**src/rtl/vtg_pkg.sv**
```systemverilog
// Package: vtg_pkg
// Shared constants and types for the vertical timing generator.
// Assumes: strobe and field indices below are used consistently by all users.
package vtg_pkg;
    // Field identifier encoding seen on field_id.
    typedef enum logic {
        FIELD_ONE = 1'b0,
        FIELD_TWO = 1'b1
    } field_e;

    localparam int NUM_FIELDS = 2;  // interlaced: two fields per frame
    localparam int NUM_VSIG   = 2;  // strobes driven by assert/release points
    localparam int SIG_BLANK  = 0;
    localparam int SIG_SYNC   = 1;
endpackage

```
**src/rtl/vtg_counters.sv**
```systemverilog
// Module: vtg_counters
// Pixel counter (0 .. line_len-1) and frame line counter (1 .. frame_lines).
// Assumes: line_len >= 1, frame_lines >= 1, and both stay constant outside reset.
module vtg_counters #(
    parameter int PIX_W  = 11,
    parameter int LINE_W = 10
) (
    input  logic              clk,
    input  logic              rst_n,
    input  logic [PIX_W-1:0]  line_len,
    input  logic [LINE_W-1:0] frame_lines,
    output logic [PIX_W-1:0]  pix_cnt,
    output logic [LINE_W-1:0] line_cnt
);
    localparam logic [PIX_W-1:0]  PIX_ONE  = PIX_W'(1);
    localparam logic [LINE_W-1:0] LINE_ONE = LINE_W'(1);

    logic line_end;
    logic frame_end;

    // Purpose: flag the last pixel of a line and the last line of a frame.
    always_comb begin
        line_end  = (pix_cnt >= line_len - PIX_ONE);
        frame_end = (line_cnt >= frame_lines);
    end

    // Purpose: advance the pixel counter and wrap it at the end of a line.
    always_ff @(posedge clk) begin
        if (!rst_n) begin
            pix_cnt <= '0;
        end else if (line_end) begin
            pix_cnt <= '0;
        end else begin
            pix_cnt <= pix_cnt + PIX_ONE;
        end
    end

    // Purpose: advance the line counter at each line end, wrapping to line 1.
    always_ff @(posedge clk) begin
        if (!rst_n) begin
            line_cnt <= LINE_ONE;
        end else if (line_end) begin
            if (frame_end) begin
                line_cnt <= LINE_ONE;
            end else begin
                line_cnt <= line_cnt + LINE_ONE;
            end
        end
    end
endmodule

```
**src/rtl/vtg_point_match.sv**
```systemverilog
// Module: vtg_point_match
// Combinational detector for one (line, pixel) coordinate.
// Assumes: counters and the programmed point use the same widths.
module vtg_point_match #(
    parameter int PIX_W  = 11,
    parameter int LINE_W = 10
) (
    input  logic [PIX_W-1:0]  pix_cnt,
    input  logic [LINE_W-1:0] line_cnt,
    input  logic [PIX_W-1:0]  pt_x,
    input  logic [LINE_W-1:0] pt_y,
    output logic              hit
);
    // Purpose: report a hit only when both coordinates agree.
    always_comb begin
        hit = (pix_cnt == pt_x) && (line_cnt == pt_y);
    end
endmodule

```
**src/rtl/vtg_edge_flop.sv**
```systemverilog
// Module: vtg_edge_flop
// Set/clear register; clear has priority over set.
// Assumes: set and clr are single-cycle strobes from the point matchers.
module vtg_edge_flop #(
    parameter logic RST_VAL = 1'b0
) (
    input  logic clk,
    input  logic rst_n,
    input  logic set,
    input  logic clr,
    output logic q
);
    // Purpose: hold state; clear wins over set; reset loads RST_VAL.
    always_ff @(posedge clk) begin
        if (!rst_n) begin
            q <= RST_VAL;
        end else if (clr) begin
            q <= 1'b0;
        end else if (set) begin
            q <= 1'b1;
        end
    end
endmodule

```
**src/rtl/vert_timing_gen.sv**
```systemverilog
// Module: vert_timing_gen
// Vertical blanking, vertical sync and field identifier for an interlaced
// raster. Each edge is placed on a (line, pixel) coordinate, per field.
// Assumes: configuration inputs change only while rst_n is low.
module vert_timing_gen #(
    parameter int PIX_W  = 11,
    parameter int LINE_W = 10
) (
    input  logic              pix_clk,
    input  logic              rst_n,
    input  logic [PIX_W-1:0]  line_len,
    input  logic [LINE_W-1:0] frame_lines,
    input  logic [PIX_W-1:0]  blank_on_f1_x,
    input  logic [LINE_W-1:0] blank_on_f1_y,
    input  logic [PIX_W-1:0]  blank_off_f1_x,
    input  logic [LINE_W-1:0] blank_off_f1_y,
    input  logic [PIX_W-1:0]  blank_on_f2_x,
    input  logic [LINE_W-1:0] blank_on_f2_y,
    input  logic [PIX_W-1:0]  blank_off_f2_x,
    input  logic [LINE_W-1:0] blank_off_f2_y,
    input  logic [PIX_W-1:0]  sync_on_f1_x,
    input  logic [LINE_W-1:0] sync_on_f1_y,
    input  logic [PIX_W-1:0]  sync_off_f1_x,
    input  logic [LINE_W-1:0] sync_off_f1_y,
    input  logic [PIX_W-1:0]  sync_on_f2_x,
    input  logic [LINE_W-1:0] sync_on_f2_y,
    input  logic [PIX_W-1:0]  sync_off_f2_x,
    input  logic [LINE_W-1:0] sync_off_f2_y,
    input  logic [PIX_W-1:0]  fid1_x,
    input  logic [LINE_W-1:0] fid1_y,
    input  logic [PIX_W-1:0]  fid2_x,
    input  logic [LINE_W-1:0] fid2_y,
    output logic              vblank,
    output logic              vsync,
    output logic              field_id,
    output logic [PIX_W-1:0]  pix_cnt,
    output logic [LINE_W-1:0] line_cnt
);
    import vtg_pkg::*;

    // Programmed points gathered per strobe and per field.
    logic [PIX_W-1:0]  on_x  [NUM_VSIG][NUM_FIELDS];
    logic [LINE_W-1:0] on_y  [NUM_VSIG][NUM_FIELDS];
    logic [PIX_W-1:0]  off_x [NUM_VSIG][NUM_FIELDS];
    logic [LINE_W-1:0] off_y [NUM_VSIG][NUM_FIELDS];

    logic [NUM_FIELDS-1:0] on_hit  [NUM_VSIG];
    logic [NUM_FIELDS-1:0] off_hit [NUM_VSIG];
    logic [NUM_VSIG-1:0]   vsig_q;
    logic                  fid1_hit;
    logic                  fid2_hit;
    logic                  fid_q;

    // Purpose: arrange the flat configuration ports into indexed tables.
    always_comb begin
        on_x[SIG_BLANK][0]  = blank_on_f1_x;   on_y[SIG_BLANK][0]  = blank_on_f1_y;
        off_x[SIG_BLANK][0] = blank_off_f1_x;  off_y[SIG_BLANK][0] = blank_off_f1_y;
        on_x[SIG_BLANK][1]  = blank_on_f2_x;   on_y[SIG_BLANK][1]  = blank_on_f2_y;
        off_x[SIG_BLANK][1] = blank_off_f2_x;  off_y[SIG_BLANK][1] = blank_off_f2_y;
        on_x[SIG_SYNC][0]   = sync_on_f1_x;    on_y[SIG_SYNC][0]   = sync_on_f1_y;
        off_x[SIG_SYNC][0]  = sync_off_f1_x;   off_y[SIG_SYNC][0]  = sync_off_f1_y;
        on_x[SIG_SYNC][1]   = sync_on_f2_x;    on_y[SIG_SYNC][1]   = sync_on_f2_y;
        off_x[SIG_SYNC][1]  = sync_off_f2_x;   off_y[SIG_SYNC][1]  = sync_off_f2_y;
    end

    vtg_counters #(
        .PIX_W  (PIX_W),
        .LINE_W (LINE_W)
    ) u_counters (
        .clk         (pix_clk),
        .rst_n       (rst_n),
        .line_len    (line_len),
        .frame_lines (frame_lines),
        .pix_cnt     (pix_cnt),
        .line_cnt    (line_cnt)
    );

    // One assert and one release matcher per field, one register per strobe.
    for (genvar s = 0; s < NUM_VSIG; s++) begin : g_vsig
        for (genvar f = 0; f < NUM_FIELDS; f++) begin : g_field
            vtg_point_match #(
                .PIX_W  (PIX_W),
                .LINE_W (LINE_W)
            ) u_on_match (
                .pix_cnt  (pix_cnt),
                .line_cnt (line_cnt),
                .pt_x     (on_x[s][f]),
                .pt_y     (on_y[s][f]),
                .hit      (on_hit[s][f])
            );

            vtg_point_match #(
                .PIX_W  (PIX_W),
                .LINE_W (LINE_W)
            ) u_off_match (
                .pix_cnt  (pix_cnt),
                .line_cnt (line_cnt),
                .pt_x     (off_x[s][f]),
                .pt_y     (off_y[s][f]),
                .hit      (off_hit[s][f])
            );
        end

        vtg_edge_flop #(
            .RST_VAL (1'b0)
        ) u_strobe (
            .clk   (pix_clk),
            .rst_n (rst_n),
            .set   (|on_hit[s]),
            .clr   (|off_hit[s]),
            .q     (vsig_q[s])
        );
    end

    vtg_point_match #(
        .PIX_W  (PIX_W),
        .LINE_W (LINE_W)
    ) u_fid1_match (
        .pix_cnt  (pix_cnt),
        .line_cnt (line_cnt),
        .pt_x     (fid1_x),
        .pt_y     (fid1_y),
        .hit      (fid1_hit)
    );

    vtg_point_match #(
        .PIX_W  (PIX_W),
        .LINE_W (LINE_W)
    ) u_fid2_match (
        .pix_cnt  (pix_cnt),
        .line_cnt (line_cnt),
        .pt_x     (fid2_x),
        .pt_y     (fid2_y),
        .hit      (fid2_hit)
    );

    // Field register: set means field two, so the field-one point (clear) wins.
    vtg_edge_flop #(
        .RST_VAL (FIELD_ONE)
    ) u_field (
        .clk   (pix_clk),
        .rst_n (rst_n),
        .set   (fid2_hit),
        .clr   (fid1_hit),
        .q     (fid_q)
    );

    // Purpose: drive the strobe outputs from their registers.
    always_comb begin
        vblank   = vsig_q[SIG_BLANK];
        vsync    = vsig_q[SIG_SYNC];
        field_id = fid_q;
    end
endmodule

```
**config.mk**
```make
export PLATFORM = sky130hd
export DESIGN_NAME = vert_timing_gen
export DESIGN_NICKNAME = d
export VERILOG_FILES = /design/src/rtl/vtg_pkg.sv /design/src/rtl/vtg_counters.sv /design/src/rtl/vtg_point_match.sv /design/src/rtl/vtg_edge_flop.sv /design/src/rtl/vert_timing_gen.sv
export SDC_FILE = /design/constraint.sdc
export NUM_CORES = 1
export LEC_CHECK = 0
export CAP_MARGIN = 10
export CELL_PAD_IN_SITES_DETAIL_PLACEMENT = 1
export CELL_PAD_IN_SITES_GLOBAL_PLACEMENT = 1
export CORE_ASPECT_RATIO = 0.9
export CORE_MARGIN = 1.5
export CORE_UTILIZATION = 45
export CTS_BUF_LIST = sky130_fd_sc_hd__clkbuf_8
export DETAILED_ROUTE_END_ITERATION = 7
export DONT_BUFFER_PORTS = 1
export GPL_ROUTABILITY_DRIVEN = 1
export PLACE_DENSITY = 0.8
export SYNTH_ARGS = -nofsm -noshare
export SYNTH_HDL_FRONTEND = slang
export SYNTH_SLANG_ARGS = --single-unit
export TNS_END_PERCENT = 1
```
**constraint.sdc**
```tcl
create_clock -name pix_clk -period 8.3 [get_ports pix_clk]
set_input_delay 2.075 -clock pix_clk [delete_from_list [all_inputs] [get_ports pix_clk]]
set_output_delay 2.075 -clock pix_clk [all_outputs]
set_load 0.05 [all_outputs]
```
==> impl_metrics.json <==
{
  "rows": 33,
  "ff2ff_setup_slack_ns": 5.18,
  "nFillCells": 1116,
  "vias": 3818,
  "yosysTopAreaCell": "xor2_1",
  "slowest_stage": "nand3_1",
  "clock_skew_ns": 0.00524,
  "reg2reg_to": "u_counters.line_cnt[5]",
  "whs_ns": 0.655,
  "antenna_left": 0,
  "dp_cells": 616,
  "place_area_um2": 4230,
  "synth_cells": 512,
  "setup_ws_ns": 3.64,
  "maxSlewViolCount": 0,
  "worstMarginPinSlew_ns": 0.850,
  "dieArea_um2": 10100,
  "fin_nets": 756,
  "critical_path.max_fanout": 21,
  "ys_seq_elements": 24,
  "hold_path_class": "register to register",
  "tns_ns": 0,
  "hold_end": "u_counters.pix_cnt[7]",
  "cp-end-kind": "register",
  "yosys-top-cells-area": "xor2_1 (23%), xnor2_1 (23%), dfxtp_1 (11%)",
  "rsz0062_at_grt": "false",
  "r2r-start": "u_counters.pix_cnt[2]",
  "crit_type": "input pin to register",
  "min_from": "u_counters.pix_cnt[7]",
  "area_growth_pct": 0.438,
  "route.detailed.drc": 0,
  "critPathArrivalTime_ns": 4.87,
  "ioPinCount": 257,
  "antenna_found_initial": 0,
  "power_density_nw_per_um2": 78.4,
  "reg2regPathDepth": 8,
  "min_period_ns": 4.66,
  "drt_iter0_drc": 179,
  "gp_congestion": 0.892,
  "grt_pass1_wl_mm": 23.7,
  "synth_seq_area_share": 0.112,
  "power_leakage_nw": 1.69,
  "synth_top_area_frac": 0.233,
  "clkSinkCount": 24,
  "postCtsHoldBufs": 0,
  "cts_buffer_depth": 2,
  "post-place-ws_ns": 3.34,
  "die_w_um": 106,
  "ir_drop_mv": 0.0708,
  "diodes": 0,
  "slew_headroom": 0.433,
  "final_cell_area_um2": 4310,
  "dr.pass1.iters": 4,
  "fp.dieH_um": 95.6,
  "syn-num-nets": 769,
  "wirelength_mm": 16.5,
  "avgRoutedWirePerCell_um": 26.7,
  "synthArstFlopShare": 0,
  "outcome": "finished, final reports clean",
  "port_buffers": 0,
  "dp_hpwl_mm": 13.2,
  "cts_tree": "built",
  "min_path_cells": 2,
  "synthesis.area_um2": 4290,
  "clock_latency_ns": 0.28,
  "cts_buffers": 3,
  "ys_warn_count": 0,
  "grt_max_degree": 22,
  "cts.repair.resized": 0,
  "drive_above_1_share": 0.0703,
  "first_global_vias": 4102,
  "via_per_inst": 6.16,
  "path_cells": "nor4_1, nand2_1, nor3_1, xnor2_1, ha_1, a21oi_1, o21ai_0, a21oi_2, nand3_1, a21boi_0, o22ai_1",
  "track_usage": 0.319,
  "core_area_um2": 9170,
  "grt.overflow.total": 0,
  "ys.flop_type": "dfxtp_1",
  "hold_viol_final": 0,
  "final_cell_count_no_fill": 620,
  "clock-root-buffer": "clkbuf_8",
  "initial_utilization": 0.468,
  "cts.reportedPaths.clkPinSlew_ns": 0.10,
  "synth_edf_count": 0,
  "postCtsSetupRepairBufs": 0,
  "cap_violations": 0,
  "finalSetupViolations": 0,
  "worstPathRequired_ns": 8.51,
  "cpPeakStageDelay_ns": 0.64,
  "synth_area_per_cell_um2": 8.37,
  "fmax_mhz": 215,
  "htree_levels": 1,
  "start_kind": "input pin",
  "synth_cell_types": 42,
  "finalCritPeriodShare": 0.562
}
-- power by group --
group	internal (W)	switching, W	leakage (nW)
clock	0.0000646	0.0000429	0.0357
combinational	0.0000520	0.0000533	1.46
sequential	0.000117	0.00000790	0.195
total	0.000233	0.000104	1.69
-- synth_stat cells, drive strengths merged (4+ instances only) --
cell type,count
nand4,33
nand2b,4
xnor2,115
ha,24
nor4,28
xor2,114
nor3,8
a21oi,12
nand3,17
nand2,14
buf,35
nor2,22
inv,18
and3,4
dfxtp,24
a31oi,5
o21ai,8
-- cell usage in the layout (no fill, tap or decap), types with 5 or more instances in the layout --
cell     synthesis  routed
nand4_1         33      33
nor2_1          22      22
o21ai_0          5       5
nand3_1         17      17
xor2_1         114     114
nand2_1         14      14
dfxtp_1         24      20
a31oi_1          5       5
ha_1            24      24
a21oi_1          9       9
nor4_1          26      26
nor3_1           8       8
buf_4            5      17
xnor2_1        113     113
inv_1           18      18
-- stage by stage --
| stage | util | total power [W] |
|---|---|---|
| after floorplan | - | 0.000213 |
| after global placement | 0.462 | 0.000227 |
| after detailed placement | 0.462 | 0.000231 |
| after CTS | 0.470 | 0.000339 |
| after global routing | 0.470 | 0.000355 |
| final | 0.470 | 0.000337 |
-- worst max-delay path by stage --
stage          slack [ns]   startpoint  cells after the start                      to
2_1_floorplan        4.17  line_len[2]                     12  u_counters.pix_cnt[10]
3_3_place_gp         3.51  line_len[2]                     11  u_counters.line_cnt[5]
3_5_place_dp         3.34  line_len[2]                     11  u_counters.line_cnt[5]
4_1_cts              3.64  line_len[2]                     11  u_counters.line_cnt[5]
5_1_grt              3.31  line_len[2]                     11  u_counters.line_cnt[5]
6_report             3.64  line_len[2]                     11  u_counters.line_cnt[5]
-- registers in the layout, summed over array words and instances (netlist names) --
name,flops
g_vsig.u_strobe.q,2
u_counters.line_cnt,10
u_field.q,1
u_counters.pix_cnt,11
-- routing by layer --
metal	global-route usage	vias up	routed length (um)
met5	0	-	0
met3	0.0882	49	1370
met4	0.126	0	619
met2	0.572	196	8210
li1	-	1721	-
met1	0.362	1852	6330
-- kinds of logic (layout without fill, tap and decap cells) --
family                   Yosys count  count (layout)  synth area share
XOR/XNOR                         229             229             0.471
buffers and inverters             53              39            0.0946
flip-flops                        24              24             0.112
AND/OR/NAND/NOR                  135             135             0.174
adder cells (fa/ha/maj)           24              24            0.0701
AO/OA/AOI/OAI                     47              47            0.0776
-- critical path: cells and delay by family --
family | cells | cell delay, ns
xor+xnor | 1 | 0.16
fa+ha+maj | 1 | 0.27
compound gates | 5 | 0.92
simple gates | 4 | 1.41
-- area by class of cell --
type                            count  area [um^2]  area share
Multi-Input combinational cell    435         3400       0.790
Sequential cell                    24          485       0.113
Tap cell                          122          153      0.0355
Timing Repair Buffer               17          128      0.0296
Inverter                           18         67.6      0.0157
Clock buffer                        3         41.3     0.00959
Clock inverter                      1         30.0     0.00697
Power figures use the tool's default switching activity.
